`src/rtl/dac_trig_pkg.sv`:
```
package dac_trig_pkg;

  localparam logic [1:0] ADDR_CTRL = 2'd0;
  localparam logic [1:0] ADDR_HIGH = 2'd1;
  localparam logic [1:0] ADDR_LOW  = 2'd2;

  typedef enum logic [2:0] {
    MODE_TMR0   = 3'd0,
    MODE_TMR1   = 3'd1,
    MODE_TMR2   = 3'd2,
    MODE_TMR3   = 3'd3,
    MODE_RISE   = 3'd4,
    MODE_FALL   = 3'd5,
    MODE_BOTH   = 3'd6,
    MODE_DIRECT = 3'd7
  } updMode_t;

  typedef struct packed {
    logic wrCtrl;
    logic wrHigh;
    logic wrLow;
    logic loadLatch;
  } dacStrobe_t;

endpackage

```
`src/rtl/dac_trig_ctrl.sv`:
```
module dac_trig_ctrl
  import dac_trig_pkg::*;
#(
  parameter int NUM_TIMERS  = 4,
  parameter int SYNC_STAGES = 2,
  parameter int ADDR_W      = 2
) (
  input  logic                  clk,
  input  logic                  rstN,
  input  logic                  wrEn,
  input  logic [ADDR_W-1:0]     wrAddr,
  input  updMode_t              mode,
  input  logic [NUM_TIMERS-1:0] timerOvf,
  input  logic                  convPin,
  output dacStrobe_t            strobe
);

  localparam int TSEL_W = (NUM_TIMERS > 1) ? $clog2(NUM_TIMERS) : 1;

  logic [SYNC_STAGES-1:0] syncQ;
  logic                   pinNow;
  logic                   pinPrev;
  logic                   riseHit;
  logic                   fallHit;
  logic                   timerHit;
  logic                   edgeHit;
  logic                   directPend;
  logic [NUM_TIMERS-1:0]  timerSel;

  // synchroniser chain for the asynchronous pin
  generate
    if (SYNC_STAGES == 1) begin : g_sync1
      always_ff @(posedge clk or negedge rstN) begin
        if (!rstN) syncQ <= '0;
        else       syncQ <= convPin;
      end
    end else begin : g_syncN
      always_ff @(posedge clk or negedge rstN) begin
        if (!rstN) syncQ <= '0;
        else       syncQ <= {syncQ[SYNC_STAGES-2:0], convPin};
      end
    end
  endgenerate

  assign pinNow = syncQ[SYNC_STAGES-1];

  always_ff @(posedge clk or negedge rstN) begin
    if (!rstN) pinPrev <= 1'b0;
    else       pinPrev <= pinNow;
  end

  assign riseHit = pinNow & ~pinPrev;
  assign fallHit = ~pinNow & pinPrev;

  // one-hot decode of the timer number in the mode field
  generate
    for (genvar t = 0; t < NUM_TIMERS; t++) begin : g_tsel
      assign timerSel[t] = (mode[2] == 1'b0) && (mode[TSEL_W-1:0] == TSEL_W'(t));
    end
  endgenerate

  assign timerHit = |(timerSel & timerOvf);

  always_comb begin
    unique case (mode)
      MODE_RISE: edgeHit = riseHit;
      MODE_FALL: edgeHit = fallHit;
      MODE_BOTH: edgeHit = riseHit | fallHit;
      default:   edgeHit = 1'b0;
    endcase
  end

  // direct mode: load one cycle after a high-byte write
  always_ff @(posedge clk or negedge rstN) begin
    if (!rstN) directPend <= 1'b0;
    else       directPend <= wrEn && (wrAddr == ADDR_HIGH) && (mode == MODE_DIRECT);
  end

  always_comb begin
    strobe.wrCtrl    = wrEn && (wrAddr == ADDR_CTRL);
    strobe.wrHigh    = wrEn && (wrAddr == ADDR_HIGH);
    strobe.wrLow     = wrEn && (wrAddr == ADDR_LOW);
    strobe.loadLatch = (mode == MODE_DIRECT) ? directPend : (timerHit | edgeHit);
  end

  // a timer-mode load needs the selected overflow input
  a_r2_timer_source: assert property (@(posedge clk) disable iff (!rstN)
    (!mode[2] && strobe.loadLatch) |-> timerOvf[mode[TSEL_W-1:0]]);

  // an edge-mode load needs a change on the synchronised pin
  a_r6_edge_needs_change: assert property (@(posedge clk) disable iff (!rstN)
    (mode[2] && mode != MODE_DIRECT && strobe.loadLatch) |-> (pinNow != pinPrev));

  // a high-byte write in direct mode is followed by a load
  a_r7_direct_follows: assert property (@(posedge clk) disable iff (!rstN)
    (wrEn && wrAddr == ADDR_HIGH && mode == MODE_DIRECT) |=>
      (mode != MODE_DIRECT || strobe.loadLatch));

endmodule

```
`src/rtl/dac_trig_datapath.sv`:
```
module dac_trig_datapath
  import dac_trig_pkg::*;
#(
  parameter int CODE_W  = 10,
  parameter int BYTE_W  = 8,
  parameter int ADDR_W  = 2,
  parameter int LEVEL_W = CODE_W + 2
) (
  input  logic              clk,
  input  logic              rstN,
  input  dacStrobe_t        strobe,
  input  logic [BYTE_W-1:0] wrData,
  input  logic [ADDR_W-1:0] rdAddr,
  output logic [BYTE_W-1:0] rdData,
  output updMode_t          mode,
  output logic [CODE_W-1:0] latchCode,
  output logic [1:0]        fullScale,
  output logic [LEVEL_W-1:0] levelOut
);

  localparam int LOW_W = CODE_W - BYTE_W;

  logic [BYTE_W-1:0] highReg;
  logic [LOW_W-1:0]  lowReg;
  logic [1:0]        rangeReg;
  logic [CODE_W-1:0] holdCode;

  always_ff @(posedge clk or negedge rstN) begin
    if (!rstN) begin
      mode     <= MODE_TMR0;
      rangeReg <= 2'b10;
    end else if (strobe.wrCtrl) begin
      mode     <= updMode_t'(wrData[6:4]);
      rangeReg <= wrData[1:0];
    end
  end

  always_ff @(posedge clk or negedge rstN) begin
    if (!rstN) begin
      highReg <= '0;
      lowReg  <= '0;
    end else begin
      if (strobe.wrHigh) highReg <= wrData;
      if (strobe.wrLow)  lowReg  <= wrData[BYTE_W-1 -: LOW_W];
    end
  end

  assign holdCode = {highReg, lowReg};

  // the load samples the pre-write holding value on a shared edge
  always_ff @(posedge clk or negedge rstN) begin
    if (!rstN)                 latchCode <= '0;
    else if (strobe.loadLatch) latchCode <= holdCode;
  end

  always_comb begin
    unique case (rdAddr)
      ADDR_CTRL: rdData = {1'b0, mode, 2'b00, rangeReg};
      ADDR_HIGH: rdData = highReg;
      ADDR_LOW:  rdData = {lowReg, {(BYTE_W-LOW_W){1'b0}}};
      default:   rdData = '0;
    endcase
  end

  assign fullScale = rangeReg[1] ? 2'b10 : {1'b0, rangeReg[0]};
  assign levelOut  = LEVEL_W'(latchCode) << fullScale;

  // without a load strobe the latch holds
  a_r3_latch_holds: assert property (@(posedge clk) disable iff (!rstN)
    !strobe.loadLatch |=> $stable(latchCode));

  // a load copies the full holding word seen on that edge
  a_r4_full_copy: assert property (@(posedge clk) disable iff (!rstN)
    strobe.loadLatch |=> (latchCode == $past(holdCode)));

  // the level is never below the raw code
  a_r9_level_scaled: assert property (@(posedge clk) disable iff (!rstN)
    levelOut >= LEVEL_W'(latchCode));

endmodule

```
`src/rtl/dac_trig_top.sv`:
```
module dac_trig_top
  import dac_trig_pkg::*;
#(
  parameter int CODE_W      = 10,
  parameter int BYTE_W      = 8,
  parameter int NUM_TIMERS  = 4,
  parameter int SYNC_STAGES = 2,
  parameter int LEVEL_W     = CODE_W + 2
) (
  input  logic                  clk,
  input  logic                  rstN,
  input  logic                  wrEn,
  input  logic [1:0]            wrAddr,
  input  logic [BYTE_W-1:0]     wrData,
  input  logic [1:0]            rdAddr,
  output logic [BYTE_W-1:0]     rdData,
  input  logic [NUM_TIMERS-1:0] timerOvf,
  input  logic                  convPin,
  output logic [CODE_W-1:0]     latchCode,
  output logic [1:0]            fullScale,
  output logic [LEVEL_W-1:0]    levelOut
);

  dacStrobe_t strobe;
  updMode_t   mode;

  dac_trig_ctrl #(
    .NUM_TIMERS (NUM_TIMERS),
    .SYNC_STAGES(SYNC_STAGES),
    .ADDR_W     (2)
  ) u_ctrl (
    .clk     (clk),
    .rstN    (rstN),
    .wrEn    (wrEn),
    .wrAddr  (wrAddr),
    .mode    (mode),
    .timerOvf(timerOvf),
    .convPin (convPin),
    .strobe  (strobe)
  );

  dac_trig_datapath #(
    .CODE_W (CODE_W),
    .BYTE_W (BYTE_W),
    .ADDR_W (2),
    .LEVEL_W(LEVEL_W)
  ) u_dp (
    .clk      (clk),
    .rstN     (rstN),
    .strobe   (strobe),
    .wrData   (wrData),
    .rdAddr   (rdAddr),
    .rdData   (rdData),
    .mode     (mode),
    .latchCode(latchCode),
    .fullScale(fullScale),
    .levelOut (levelOut)
  );

endmodule

```
`config.mk`:
```
export PLATFORM = sky130hd
export DESIGN_NAME = dac_trig_top
export DESIGN_NICKNAME = d
export VERILOG_FILES = /design/src/rtl/dac_trig_pkg.sv /design/src/rtl/dac_trig_ctrl.sv /design/src/rtl/dac_trig_datapath.sv /design/src/rtl/dac_trig_top.sv
export SDC_FILE = /design/constraint.sdc
export NUM_CORES = 1
export LEC_CHECK = 0
export BUFFER_PORTS_ARGS = -buffer_cell sky130_fd_sc_hd__buf_2
export CORE_ASPECT_RATIO = 0.5
export CORE_MARGIN = 4
export CORE_UTILIZATION = 44
export CTS_BUF_LIST = sky130_fd_sc_hd__clkbuf_16
export DETAILED_ROUTE_END_ITERATION = 12
export GPL_TIMING_DRIVEN = 0
export PLACE_DENSITY = 0.84
export SLEW_MARGIN = 20
export SYNTH_ARGS = -nofsm -noshare
export SYNTH_HDL_FRONTEND = slang
export SYNTH_SLANG_ARGS = --single-unit
```
`constraint.sdc`:
```
create_clock -name clk -period 1.9 [get_ports clk]
set_input_delay 0.095 -clock clk [delete_from_list [all_inputs] [get_ports clk]]
set_output_delay 0.095 -clock clk [all_outputs]
set_load 0.03 [all_outputs]
```
==> summary.txt <==
Synthesis
  – Post-synth top flop: dfrtp_1
  – Post-Syn Area: ~1500 um^2
  – Seq/Total Area, Yosys: 0.487
  – YS warnings: 0
  – Syn Nets: roughly 150
  – Post-Synthesis Cells: approximately 130
  – Area leader, netlist: dfrtp_1
  – Synth top area cells: dfrtp_1 47%, mux2_2 19%, mux2i_1 11%, o21ai_0 3.7%, nand2_1 3.3%
  – Asr flop ratio synth: 1.00
  – Synth unique cells: 21
  – Post-synth EDFFs: 0
  – Register bit total from synthesis: 29
  – Share of Yosys cell area claimed by the top area cell type: 0.469
  – Post-Synthesis Mean Instance Area: 11.8 um^2

Timing
  – Final WS setup: -0.174 ns
  – Hold WS: about 0.057 ns
  – Clk_skew: ~0.0028 ns
  – Final Slew Violations: 0
  – Peak Freq: approximately 0.48 GHz
  – Slew @ Worst Pin: between 1 and 1.5 ns
  – Fin crit share: 1.09
  – Final hold violation count: 0
  – RSZ-0062 raised after global routing: yes
  – Final setup viols: 10
  – Max-Slew Margin vs Limit: 0.309
  – Tmin final: between 2 and 2.5 ns

Final layout
  – Most frequent cells in the layout: 49 x buf_2, 28 x dfrtp_1, 17 x mux2i_1
  – Synth-to-layout area growth: 35.3%
  – ANT cells: 0
  – Nets@finish: between 200 and 250
  – Layout cells sized above 1: 0.471
  – Fill cells: ~240
  – Commonest non-fill, non-tap cell in the layout: buf_2
  – Multi-input logic area: 768 um^2
  – Reg area: ~730 um^2

Worst setup path
  – Startpoint types: register
  – Worst endpoint required time: 2.05 ns
  – Setup crit end kind: register
  – Crit-path max FO: 5
  – Crit Path Class: register to register
  – Data arrival, critical path: 2.23 ns

Clocking
  – CTS tree: yes
  – Root buf cell: clkbuf_16
  – CTS sink cnt: 29
  – CTS H-tree depth: 2
  – Max Root-Sink Buffers: 2
  – Num CTS Buffers: 5
  – Worst-path clk slew: 0.05 ns
  – Worst skew pair latency: roughly 0.27 ns

Drt
  – Vias: about 1200
  – Initial DRC count: 93
  – Routed WL: 3830 um
  – DRC viols: 0
  – Drt via density: 5.17
  – Total iterations of the first detailed-routing run: 4
  – DR WL/cell: ~17 um
  – DRT antenna net count: 0

Die
  – Core ar.: ~3100 um^2
  – Die area: 4450 um^2
  – Die Span X: 90.4 um
  – Top-Level Pins: 52
  – FP Rows: 14
  – Initial Util: 0.479
  – Height of the die: between 40 and 50 um

Global route
  – Global route overflow: 0
  – Pin count of the biggest net entering global routing: 30
  – Initial antenna violation count: 0
  – Overall Global Routing Usage: 0.184
  – GR Util met1: 0.219
  – GRT met2 Usage: 0.309
  – Met3 Use GR: 0.0632
  – First-pass GRT wire length: around 6300 um
  – GR peak layer: met2
  – Vias in the first global route: between 1000 and 1500

Placed design
  – Pre-CTS setup slack: -0.163 ns
  – PortBufs: around 50
  – DP HPWL: about 2500 um
  – Placer Congestion: 0.761

Run
  – Max Cap Violations: 0

Power and ir drop
  – Leakage Power: a little over 0.001 uW
  – Worst VDD drop: ~750 uV
  – Pwr Density: 1600 nW/um^2

Status
  – Violated checks: setup timing
  – Outcome: finished, violations left

Hold path
  – Min-delay worst type: input port to register
## flip-flops by register name, summed over array words and instances, names as in the netlist
signal	count
u_dp.mode	3
u_dp.lowReg	2
u_dp.latchCode	10
u_ctrl.pinPrev	1
u_ctrl.directPend	1
u_dp.highReg	8
u_dp.rangeReg	2
u_ctrl.syncQ	2
## synth_stat cells (2+ instances only)
cell type,instances
nand3b_1,2
nor2b_1,2
clkbuf_1,5
mux2_2,25
ha_1,2
nor3b_1,2
mux2i_1,17
nand2_1,13
nor2_1,6
inv_1,3
and2_1,3
o21ai_0,11
dfrtp_1,28
## power breakdown
part | switching [uW] | internal, uW
clock network | 242 | 468
logic | 932 | 582
registers | 223 | 797
## through the flow
step | setup TNS [ns] | std cells | power (uW) | instance area, um^2 | util
after global placement | -0.890 | 216 | 2370 | 1790 | 0.574
final | -1.65 | 229 | 3240 | 2020 | 0.648
after detailed placement | -1.55 | 216 | 2420 | 1790 | 0.574
after floorplan | -0.238 | 127 | 1980 | 1490 | -
after global routing | -2.15 | 229 | 3410 | 2020 | 0.648
after CTS | -1.41 | 229 | 3260 | 2020 | 0.646
## layer usage
layer / vias up / wire length [um] / part of all wire
met3: 5 / 207 / 0.054
met2: 34 / 1940 / 0.51
met1: 582 / 1640 / 0.43
li1: 564 / - / -
met4: 0 / 41 / 0.011
met5: - / 0 / 0
## layout make-up
| type | instances | share of cell area |
|---|---|---|
| Buffer | 7 | 0.0204 |
| Clock buffer | 5 | 0.0619 |
| Clock inverter | 3 | 0.00557 |
| Inverter | 3 | 0.00557 |
| Multi-Input combinational cell | 88 | 0.380 |
| Sequential cell | 29 | 0.360 |
| Tap cell | 40 | 0.0248 |
| Timing Repair Buffer | 54 | 0.142 |
## path summary, 6_finish.rpt
kind,endpoint,start,slack [ns],cells past startpoint
setup reg to reg,u_dp.latchCode[6],u_ctrl.pinPrev,-0.17,6
setup / recovery,u_dp.latchCode[6],u_ctrl.pinPrev,-0.17,6
min in group asynchronous,u_ctrl.pinPrev,rstN,0.38,2
hold / removal,u_dp.highReg[2],wrData[2],0.06,2
hold reg to reg,u_ctrl.syncQ[1],u_ctrl.syncQ[0],0.35,0
max in group asynchronous,u_dp.latchCode[1],rstN,1.10,2
## repair_timing
item | 4_1_cts | 5_1_grt
gates resized for setup | 12 | 1
hold buffers | 2 | 0
buffers inserted | 2 | 1
hold endpoints to repair | 29 | 0
gates cloned | 1 | 0
endpoints found under the setup margin | 16 | 11
## kinds of logic (layout without fill, tap and decap cells)
family	count (synthesis)	after routing	share of synthesized area
muxes	43	43	0.317
and+or+nand+nor	30	30	0.0963
DFF	29	29	0.487
AOI/OAI and AO/OA	12	13	0.0477
buffers and inverters	11	72	0.0352
adders and majority gates	2	2	0.0167
## worst max-delay path: stages, from the launching register on
cell	delay [ns]
dfrtp_1	0.35
inv_1	0.05
ha_1	0.29
or2_0	0.20
mux4_2	0.56
o21ai_4	0.17
mux2_4	0.33
Power figures use the tool's default switching activity.
